**src/rtl/fcg_pkg.sv**
```systemverilog
package fcg_pkg;
    localparam int FCG_CHAR_W = 8;

    typedef enum logic [1:0] {
        TXM_OFF   = 2'b00,
        TXM_PAIR2 = 2'b01,
        TXM_PAIR1 = 2'b10,
        TXM_RSVD  = 2'b11
    } fcg_txmode_e;

    typedef struct packed {
        logic                  pend;
        logic [FCG_CHAR_W-1:0] code;
    } fcg_req_t;
endpackage

```
**src/rtl/fcg_hyst.sv**
```systemverilog
module fcg_hyst #(
    parameter int LVL_W = 7
) (
    input  logic             clk,
    input  logic             rst_n,
    input  logic [LVL_W-1:0] level,
    input  logic [LVL_W-1:0] thr_hi,
    input  logic [LVL_W-1:0] thr_lo,
    output logic             throttled,
    output logic             enter,
    output logic             leave
);
    logic             thr_d, thr_q;
    logic [LVL_W-1:0] eff_lo;

    always_comb begin
        // A release threshold at or above the upper one collapses onto it.
        eff_lo = (thr_lo < thr_hi) ? thr_lo : thr_hi;
        enter  = !thr_q && (level >= thr_hi);
        leave  = thr_q && (level < eff_lo);
        thr_d  = thr_q;
        if (enter)      thr_d = 1'b1;
        else if (leave) thr_d = 1'b0;
    end

    always_ff @(posedge clk or negedge rst_n) begin
        if (!rst_n) thr_q <= 1'b0;
        else        thr_q <= thr_d;
    end

    assign throttled = thr_q;

    AST_RISE_NEEDS_HI: assert property (@(posedge clk) disable iff (!rst_n)
        $rose(thr_q) |-> $past(level >= thr_hi));
    AST_FALL_BELOW_HI: assert property (@(posedge clk) disable iff (!rst_n)
        $fell(thr_q) |-> $past(level < thr_hi));
endmodule

```
**src/rtl/fcg_insert.sv**
```systemverilog
module fcg_insert
    import fcg_pkg::*;
(
    input  logic                  clk,
    input  logic                  rst_n,
    input  logic                  ok,
    input  logic [1:0]            mode,
    input  logic                  enter,
    input  logic                  leave,
    input  logic [FCG_CHAR_W-1:0] xon1,
    input  logic [FCG_CHAR_W-1:0] xon2,
    input  logic [FCG_CHAR_W-1:0] xoff1,
    input  logic [FCG_CHAR_W-1:0] xoff2,
    input  logic                  ack,
    output logic                  req,
    output logic [FCG_CHAR_W-1:0] code
);
    fcg_req_t r_d, r_q;
    logic [FCG_CHAR_W-1:0] stop_c, go_c;

    always_comb begin
        stop_c = (mode == TXM_PAIR2) ? xoff2 : xoff1;
        go_c   = (mode == TXM_PAIR2) ? xon2  : xon1;
        r_d    = r_q;
        if (!ok) begin
            r_d.pend = 1'b0;
        end else if (enter) begin
            r_d.pend = 1'b1;
            r_d.code = stop_c;
        end else if (leave) begin
            // A newer event overwrites whatever is still waiting.
            r_d.pend = 1'b1;
            r_d.code = go_c;
        end else if (ack && r_q.pend) begin
            r_d.pend = 1'b0;
        end
    end

    always_ff @(posedge clk or negedge rst_n) begin
        if (!rst_n) r_q <= '0;
        else        r_q <= r_d;
    end

    assign req  = r_q.pend;
    assign code = r_q.code;

    AST_HOLD_UNTIL_ACK: assert property (@(posedge clk) disable iff (!rst_n)
        (req && !ack && ok && !enter && !leave) |=> (req && $stable(code)));
    AST_OFF_NO_REQ: assert property (@(posedge clk) disable iff (!rst_n)
        !ok |=> !req);
endmodule

```
**src/rtl/fcg_flow_ctl.sv**
```systemverilog
module fcg_flow_ctl
    import fcg_pkg::*;
#(
    parameter int LVL_W = 7
) (
    input  logic             clk,
    input  logic             rst_n,
    input  logic [LVL_W-1:0] rx_level,
    input  logic [LVL_W-1:0] thr_hi,
    input  logic [LVL_W-1:0] thr_lo,
    input  logic             enh_en,
    input  logic [1:0]       tx_mode,
    input  logic             rts_auto,
    input  logic             nine_bit,
    input  logic [7:0]       xon1,
    input  logic [7:0]       xon2,
    input  logic [7:0]       xoff1,
    input  logic [7:0]       xoff2,
    input  logic             ins_ack,
    output logic             ins_req,
    output logic [7:0]       ins_char,
    output logic             rts_n
);
    logic throttled, enter, leave, ins_ok;

    fcg_hyst #(.LVL_W(LVL_W)) u_hyst (
        .clk(clk), .rst_n(rst_n), .level(rx_level),
        .thr_hi(thr_hi), .thr_lo(thr_lo),
        .throttled(throttled), .enter(enter), .leave(leave)
    );

    assign ins_ok = enh_en && !nine_bit &&
                    (tx_mode == TXM_PAIR1 || tx_mode == TXM_PAIR2);

    fcg_insert u_insert (
        .clk(clk), .rst_n(rst_n), .ok(ins_ok), .mode(tx_mode),
        .enter(enter), .leave(leave),
        .xon1(xon1), .xon2(xon2), .xoff1(xoff1), .xoff2(xoff2),
        .ack(ins_ack), .req(ins_req), .code(ins_char)
    );

    assign rts_n = enh_en && rts_auto && throttled;

    AST_RTS_NEEDS_AUTO: assert property (@(posedge clk) disable iff (!rst_n)
        $rose(rts_n) |-> (enh_en && rts_auto));
    AST_REQ_NEEDS_EVENT: assert property (@(posedge clk) disable iff (!rst_n)
        $rose(ins_req) |-> $past(ins_ok));
endmodule

```
**config.mk**
```make
export PLATFORM = sky130hd
export DESIGN_NAME = fcg_flow_ctl
export DESIGN_NICKNAME = d
export VERILOG_FILES = /design/src/rtl/fcg_pkg.sv /design/src/rtl/fcg_hyst.sv /design/src/rtl/fcg_insert.sv /design/src/rtl/fcg_flow_ctl.sv
export SDC_FILE = /design/constraint.sdc
export NUM_CORES = 1
export LEC_CHECK = 0
export ABC_AREA = 1
export BUFFER_PORTS_ARGS = -buffer_cell sky130_fd_sc_hd__buf_2
export CORE_MARGIN = 4
export CORE_UTILIZATION = 35
export DETAILED_ROUTE_END_ITERATION = 10
export SLEW_MARGIN = 10
export SYNTH_ARGS = -nofsm -noshare
export SYNTH_HDL_FRONTEND = slang
export SYNTH_HIERARCHICAL = 1
export SYNTH_SLANG_ARGS = --single-unit
```
**constraint.sdc**
```tcl
create_clock -name clk -period 1.68 [get_ports clk]
set_input_delay 0.168 -clock clk [delete_from_list [all_inputs] [get_ports clk]]
set_output_delay 0.168 -clock clk [all_outputs]
set_load 0.05 [all_outputs]
```
# Yosys cells after proc, flatten, opt, wreduce, memory -nomap -nowiden
# Index checks and enable logic that the tools add are counted.
[totals]
ff_bits = 10
latchBits = 0
ram_bits = 0
romBits = 0
in_bits = 61
out_inout_bits = 10
elab_cells = 31
n_memories = 0
[classes]
n_addsub = 0
multipliers = 0
div_mod_pow = 0
n_lt_le_gt_ge = 3
n_eq_ne = 3
shifts = 0
mux = 10
bitwise = 0
n_reduce_logical = 12
[ops]
columns = ["op", "count"]
rows = [
  ["$mux 8", 3],
  ["$lt 7x7->1", 2],
  ["$mux 9", 1],
  ["$ge 7x7->1", 1],
  ["$logic_and 1x1->1", 7],
  ["$mux 7", 1],
  ["$mux 1", 5],
  ["$ne 4x4->1 const B", 1],
  ["$eq 2x1->1 const B", 1],
  ["$eq 2x2->1 const B", 1],
  ["$logic_not 1->1", 2],
  ["$reduce_and 2->1", 1],
  ["$reduce_bool 2->1", 1],
  ["$logic_or 1x1->1", 1],
]

# Longest topological paths before layout
# Gate-level depths: netlist (run 1).
[depth]
word_depth = 7
mapped_depth = 22
depth_no_buf = 21

# Hierarchy
# Netlist (run 1), hierarchy kept.
[by_module_without_submodules]
columns = ["module", "instances", "cells_per_inst", "area_per_inst_um2", "seq_area_each_um2"]
rows = [
  ["fcg_insert", 1, 134, 849.6, 225.2],
  ["fcg_hyst", 1, 98, 604.3, 25.0],
  ["fcg_flow_ctl", 1, 9, 38.8, 0.0],
]

# Least setup slack after synthesis (run 1)
# Ideal clock, no wire load.
[synth_path]
path_kind = "input port to flip-flop"
start = "input thr_hi[6]"
end = "register u_insert.r_q (netlist bit u_insert/code[0])"
t_arrival_ns = 2.390
required_ns = 1.614
slack_ns = -0.776
stages = 20
path_buffers = 1
path_cell_list = "inv_1 > ha_1 > nand2_1 > inv_1 > a21oi_2 > nand2_2 > buf_2 > nand2_1 > o21ai_1 > ha_1 > nand2_1 > inv_1 > nand2_1 > nand3_1 > a31oi_1 > a21boi_1 > o21ai_4 > inv_4 > nand2_1 > nand2_1"
[synth_via]
elab_chain_len = 6
elab_cells_between_ends = 9
cone_classes = "order compare: 3; mux: 2; reduce/logical: 4"
[synth_lines]
columns = ["element", "line", "text"]
rows = [
  ["from (decl)", "fcg_flow_ctl.sv:9", "input logic [LVL_W-1:0] thr_hi,"],
  ["$lt 7x7->1", "fcg_hyst.sv:18", "eff_lo = (thr_lo < thr_hi) ? thr_lo : thr_hi;"],
  ["$mux 7 *", "fcg_hyst.sv:18", ""],
  ["$lt 7x7->1 *", "fcg_hyst.sv:20", "leave = thr_q && (level < eff_lo);"],
  ["$logic_and 1x1->1 *", "fcg_hyst.sv:20", ""],
  ["named net leave", "fcg_flow_ctl.sv:24", "logic throttled, enter, leave, ins_ok;"],
  ["$reduce_bool 2->1 (no source line) *", "-", ""],
  ["$reduce_and 2->1 (no source line) *", "-", ""],
  ["to (signal assigned)", "fcg_insert.sv:41", "else r_q <= r_d;"],
  ["to (decl)", "fcg_insert.sv:18", "fcg_req_t r_d, r_q;"],
]
# The timed path passes the listed nets; every way through them passes the cells marked *.
# A chain may end at the register's enable or synchronous reset.

# Final worst setup path (run 1)
[layout_path]
start = "input thr_hi[4]"
end = "register u_insert.r_q (netlist bit u_insert/code[1])"
# Same word-level chain as after synthesis.

==> out/metrics.csv, run 1 <==
metric,value,unit
Mapped Cells,241,
TritonCTS clock tree,yes,
CTS root buffer,clkbuf_8,
Tightest Pin Transition,0.244,ns
"most common cell after layout, fill and taps aside",buf_2,
reg2reg setup slack,0.20,ns
Setup Viol. Count Final,10,
WS Path Type,in -> reg,
syn_nets,321,
setup tns final,-4.91,ns
leakage power figure,0.00144,uW
GRT overflow,0,
R2R Path Start,u_hyst/throttled$_DFFE_PN0P_,
Crit. End Element,flip-flop,
Detail Placement HPWL,3310,um
Power Dens Cells,838,nW/um2
most frequent cells in the layout,"61 x buf_2, 60 x nand2_1, 45 x inv_1, 35 x nand3_1, 31 x buf_4",
Critical Path Fanout Max,8,
first drt pass iteration count,4,
outcome,finished with violations,
Post-Syn Area,1490,um2
final worst slack,-0.552,ns
ys async rst share,1.00,
Sw Ratio,0.500,
Wirelength per Cell,10.5,um
sequential share of the synthesized area,0.168,
area grow syn2layout,60.6,%
cts bufs inserted,3,
crit path time final,2.23,ns
YS warnings,6,
worst r2r path cells,9,
die width,73.3,um
global-route wire length before repair,6680,um
Routed WL,4130,um
Port-buffer cells,70,
Clk network pwr share,0.119,
post-route ant nets,0,
Routed met3 length,354,um
Final Max Slew Viols,0,
clock latency on the worst-skew pair,0.23,ns
clock sink total,10,
vias in the first global route,1600,
fin util,0.591,
Worst Path Required,1.80,ns
number of enable flip-flop cells after synthesis,0,
failing checks,setup timing,
starting density of the core,0.368,
Placer Congestion,0.822,
hold_sp,ins_ack,
Max Clk Rate,448,MHz
skew final,0.000918,ns
Rel. slew slack,0.836,
fin crit share,1.33,
dpl cell area,2110,um2
post-synthesis register bit count,10,
Residual DRC,0,
layout net count,424,
max-cap viol count,0,
Yosys cell types,25,
Fillers,395,
WL met2,1950,um
post-synthesis average cell area,6.19,um2
# IOs,71,
final hold vios,0,
Comb power frac,0.678,
core box area,4060,um2
Flop pwr share,0.204,
P_sw,1000,uW
worst endpoint data arrival time,2.35,ns
layout cell share with drive strength beyond 1,0.474,
RSZ-0062 raised after global routing,true,
met1 wire length,1760,um
ANT cells,0,
Vias per Instance,4.43,
Iter 0 DRT Violations,92,
Hold EP,u_insert/req$_DFFE_PN0P_,
antenna violations before repair,0,
all-layer global routing usage,0.153,
FP Rows,23,
top layer in use,met4,
Tightest Hold Check Type,in -> reg,
largest net degree at the start of global routing,18,
chip height,73.3,um
CP Launch Type,input pin,
vias,1735,
IR Drop Worst-Case VDD,0.376,mV
WHS Path Cells,4,
H-tree levels,1,
RR Endpoint,u_insert/code[2]$_DFFE_PN0P_,
Internal,1000,uW
Place WS,-0.863,ns
DIE AREA,5370,um2
predominant post-synthesis flop cell,dfrtp_1,
fin area,2400,um2
Worst-path clk slew,0.04,ns
clock buffer depth,2,
layout make-up:
cell class / count / area, um2 / share of cell area
clock buffers: 3 / 41.3 / 0.0172
flip-flops and latches: 10 / 250 / 0.104
multi-input cells: 169 / 1120 / 0.469
well taps: 50 / 62.6 / 0.0261
inverters: 57 / 255 / 0.106
repair buffers: 103 / 664 / 0.277
through the flow:
step,power [uW],cells,hold slack (ns)
after floorplan,1280,241,-0.128
after detailed placement,1620,379,0.0394
after global routing,2170,392,0.209
after global placement,1620,379,0.0384
final,2010,392,0.174
after CTS,1960,391,0.167
how the worst max path moves through the flow:
stage               from                           end  slack, ns  cells after the start
6_report       thr_hi[4]  u_insert/code[1]$_DFFE_PN0P_      -0.55                     20
5_1_grt        thr_hi[4]  u_insert/code[5]$_DFFE_PN0P_      -0.71                     18
4_1_cts        thr_hi[2]  u_insert/code[1]$_DFFE_PN0P_      -0.50                     22
3_5_place_dp   thr_hi[4]  u_insert/code[6]$_DFFE_PN0P_      -0.86                     20
3_3_place_gp   thr_hi[4]  u_insert/code[2]$_DFFE_PN0P_      -0.78                     18
2_1_floorplan  thr_lo[4]  u_insert/code[0]$_DFFE_PN0P_      -0.59                     19
routing by layer:
metal,GRT usage,vias up
met1,0.194,714
li1,-,953
met2,0.267,62
met3,0.0260,6
met5,0,-
met4,0.0423,0
flip-flops by register name, summed over array words and instances, names as in the netlist:
signal,flops
u_hyst/throttled,1
u_insert/code,8
u_insert/req,1
Yosys cell counts (2+ instances only):
cell	n	area (um2)
inv_1	53	199
a21oi_2	2	17.5
ha_1	19	238
o21ai_0	3	15.0
nand4_1	2	12.5
inv_4	2	12.5
nand2_1	76	285
a21oi_1	5	25.0
dfrtp_1	10	250
nand3_1	36	180
nor2_1	5	18.8
buf_6	4	45.0
nand2_2	9	56.3
o21ai_1	4	20.0
power by group through the flow:
stage / clock network [uW] / logic, uW / registers, uW
6_report: 238 / 1360 / 409
5_1_grt: 259 / 1490 / 423
4_1_cts: 247 / 1300 / 410
3_5_place_dp: 0 / 1210 / 411
3_3_place_gp: 0 / 1190 / 422
2_1_floorplan: 0 / 522 / 757
cells by family (layout without fill, tap and decap cells):
kind of cell             Yosys count  after routing  synth area share
AND/OR/NAND/NOR                  131            131             0.392
buffers and inverters             63            163             0.203
adder cells (fa/ha/maj)           19             19             0.159
AO/OA/AOI/OAI                     18             19            0.0780
flip-flops                        10             10             0.168
critical path, cell delays in order:
cell and delay [ns]:
buf_8 0.11, inv_12 0.04, ha_4 0.18, nand2_2 0.07, nand2_2 0.06, a21oi_4 0.18
nand2_4 0.09, nand2_1 0.06, o21ai_1 0.07, ha_1 0.31, nand2_2 0.08, inv_2 0.09
nand2_2 0.05, nand3_2 0.07, a31oi_4 0.04, a21boi_4 0.16, o21ai_4 0.25, clkinv_4 0.14
nand2_2 0.09, nand2_1 0.04
timing repair:
item                       CTS  global route
buffers inserted             7             1
setup endpoints to repair   10            10
cloned                       1             0
hold buffers                 1             0
hold endpoints to repair    10             0
pin swaps                   14             8
gates resized for setup     25            21
Power figures use the tool's default switching activity.
==> run 2: changes to the inputs <==
--- a/config.mk
+++ b/config.mk
@@ -10,6 +10,7 @@
 export CORE_MARGIN = 4
 export CORE_UTILIZATION = 35
 export DETAILED_ROUTE_END_ITERATION = 10
+export MAX_ROUTING_LAYER = met4
 export SLEW_MARGIN = 10
 export SYNTH_ARGS = -nofsm -noshare
 export SYNTH_HDL_FRONTEND = slang
==> constraint.sdc (replaced) <==
create_clock -name clk -period 1.68 [get_ports clk]
set_input_delay 0.252 -clock clk [delete_from_list [all_inputs] [get_ports clk]]
set_output_delay 0.252 -clock clk [all_outputs]
set_load 0.05 [all_outputs]
==> run 2 against run 1 <==
  * Utilization is the same
  * Worst hold slack gained 0.087 ns
  * The run still ends with setup timing left
  * Wire length grew 2.1%
  * Cell area is the same
  * Die area is the same
  * Largest power group unchanged
  * First-iteration DRC count shrank 12%
  * Critical path depth is the same
  * Clock skew shrank 0.00074 ns
  * Flip-flop and latch count is the same
  * Worst setup slack lost 0.082 ns
==> out/metrics.csv, run 2 (synthesized netlist as in run 1, its figures left out) <==
metric,value,unit,change
worst endpoint data arrival time,2.48,ns,was 2.35 ns
layout cell share with drive strength beyond 1,0.468,,was 0.474
chip height,73.3,um,unchanged
Detail Placement HPWL,3340,um,was 3310 um
Tightest Hold Check Type,in -> reg,,unchanged
area grow syn2layout,60.6,%,unchanged
starting density of the core,0.368,,unchanged
TritonCTS clock tree,yes,,unchanged
Placer Congestion,0.851,,was 0.822
core box area,4060,um2,unchanged
Flop pwr share,0.205,,was 0.204
H-tree levels,1,,unchanged
vias,1769,,was 1735
Worst Hold Slack,0.261,ns,was 0.174 ns
max reg flops,8,,unchanged
Rel. slew slack,0.813,,was 0.836
Power Dens Cells,843,nW/um2,was 838 nW/um2
clock latency on the worst-skew pair,0.23,ns,about the same
GRT overflow,0,,unchanged
die width,73.3,um,unchanged
"most common cell after layout, fill and taps aside",nand2_1,,was buf_2
Worst-path clk slew,0.04,ns,about the same
final worst slack,-0.634,ns,was -0.552 ns
Clk network pwr share,0.118,,was 0.119
final hold vios,0,,unchanged
overall power,2020,uW,was 2010 uW
IR Drop Worst-Case VDD,0.367,mV,was 0.376 mV
CP Launch Type,input pin,,unchanged
cts bufs inserted,3,,unchanged
Iter 0 DRT Violations,81,,was 92
Comb power frac,0.676,,was 0.678
first drt pass iteration count,4,,unchanged
leakage power figure,0.00144,uW,about the same
fin crit share,1.38,,was 1.33
DIE AREA,5370,um2,unchanged
layout net count,424,,unchanged
largest net degree at the start of global routing,18,,unchanged
CTS root buffer,clkbuf_8,,unchanged
Wirelength per Cell,10.8,um,was 10.5 um
all-layer global routing usage,0.158,,was 0.153
Critical Path Fanout Max,8,,unchanged
Crit. End Element,flip-flop,,unchanged
antenna violations before repair,0,,unchanged
Internal,1010,uW,was 1000 uW
failing checks,setup timing,,unchanged
Worst Path Required,1.85,ns,was 1.80 ns
Routed WL,4220,um,was 4130 um
dpl cell area,2110,um2,unchanged
clock buffer depth,2,,unchanged
max-cap viol count,0,,unchanged
post-route ant nets,0,,unchanged
Port-buffer cells,70,,unchanged
fin area,2400,um2,unchanged
P_sw,1010,uW,was 1000 uW
setup tns final,-5.88,ns,was -4.91 ns
WS Path Type,in -> reg,,unchanged
vias in the first global route,1656,,was 1600
Setup Viol. Count Final,10,,unchanged
Sw Ratio,0.498,,was 0.500
crit path time final,2.31,ns,was 2.23 ns
RSZ-0062 raised after global routing,true,,unchanged
global-route wire length before repair,6670,um,was 6680 um
most frequent cells in the layout,"61 x nand2_1, 60 x buf_2, 45 x inv_1, 35 x nand3_1, 31 x buf_4",,"was 61 x buf_2, 60 x nand2_1, 45 x inv_1, 35 x nand3_1, 31 x buf_4"
Final Max Slew Viols,0,,unchanged
# IOs,71,,unchanged
ANT cells,0,,unchanged
skew final,0.000177,ns,was 0.000918 ns
Vias per Instance,4.51,,was 4.43
Tightest Pin Transition,0.281,ns,was 0.244 ns
outcome,finished with violations,,unchanged
Max Clk Rate,432,MHz,was 448 MHz
Residual DRC,0,,unchanged
Fillers,417,,was 395
clock sink total,10,,unchanged
FP Rows,23,,unchanged
[run 2: cell types whose count changed in the layout (fill, tap and decap cells not counted), sizes merged]
cell    delta
clkinv     -1
inv        +1
[run 2: through the flow]
step / utilization / std cells / setup slack (ns)
6_report: 0.591 / 392 / -0.634
5_1_grt: 0.591 / 392 / -0.789
4_1_cts: 0.575 / 391 / -0.584
3_5_place_dp: 0.519 / 379 / -0.948
3_3_place_gp: 0.519 / 379 / -0.860
2_1_floorplan: - / 241 / -0.672
[run 2: layout make-up]
| class | instances | area [um2] | area share |
|---|---|---|---|
| Multi-Input combinational cell | 169 | 1120 | 0.466 |
| Inverter | 57 | 255 | 0.106 |
| Timing Repair Buffer | 103 | 671 | 0.280 |
| Clock buffer | 3 | 41.3 | 0.0172 |
| Tap cell | 50 | 62.6 | 0.0261 |
| Sequential cell | 10 | 250 | 0.104 |
[run 2: worst paths after layout]
check | from | end | slack (ns) | cells past startpoint
hold / removal | ins_ack | u_insert/req$_DFFE_PN0P_ | 0.26 | 4
setup / recovery | thr_hi[4] | u_insert/code[2]$_DFFE_PN0P_ | -0.63 | 20
setup reg to reg | u_hyst/throttled$_DFFE_PN0P_ | u_insert/code[2]$_DFFE_PN0P_ | 0.18 | 9
min in group asynchronous | rst_n | u_insert/code[2]$_DFFE_PN0P_ | 0.41 | 2
hold reg to reg | u_insert/code[5]$_DFFE_PN0P_ | u_insert/code[5]$_DFFE_PN0P_ | 0.47 | 2
max in group asynchronous | rst_n | u_insert/code[3]$_DFFE_PN0P_ | 1.09 | 2
[run 2: critical path, stage by stage]
cell and delay, ns:
buf_8 0.11, inv_12 0.04, ha_4 0.19, nand2_2 0.06, nand2_2 0.06, a21oi_4 0.18
nand2_4 0.09, nand2_1 0.07, o21ai_1 0.07, ha_1 0.32, nand2_2 0.09, inv_2 0.06
nand2_2 0.05, nand3_2 0.07, a31oi_4 0.16, a21boi_4 0.25, o21ai_4 0.11, inv_4 0.13
nand2_2 0.06, nand2_1 0.06
[run 2: layer usage]
layer | vias to the layer above | global-route usage | share of wire
met5 | - | - | 0
met4 | 0 | 0.0262 | 0.0017
li1 | 953 | - | -
met2 | 60 | 0.293 | 0.51
met3 | 2 | 0.0205 | 0.085
met1 | 754 | 0.184 | 0.41
[run 2: timing repair]
item | CTS | global route
gates resized for setup | 28 | 17
endpoints found under the hold margin | 10 | 0
pin swaps | 12 | 14
hold buffers | 1 | 0
cloned | 1 | 0
buffers inserted | 7 | 1
endpoints found under the setup margin | 10 | 10
[run 2: power groups by stage]
stage	logic (uW)	clock network, uW	registers [uW]
after floorplan	522	0	757
final	1370	239	414
after CTS	1300	247	416
after global placement	1190	0	422
after global routing	1500	261	428
after detailed placement	1210	0	416
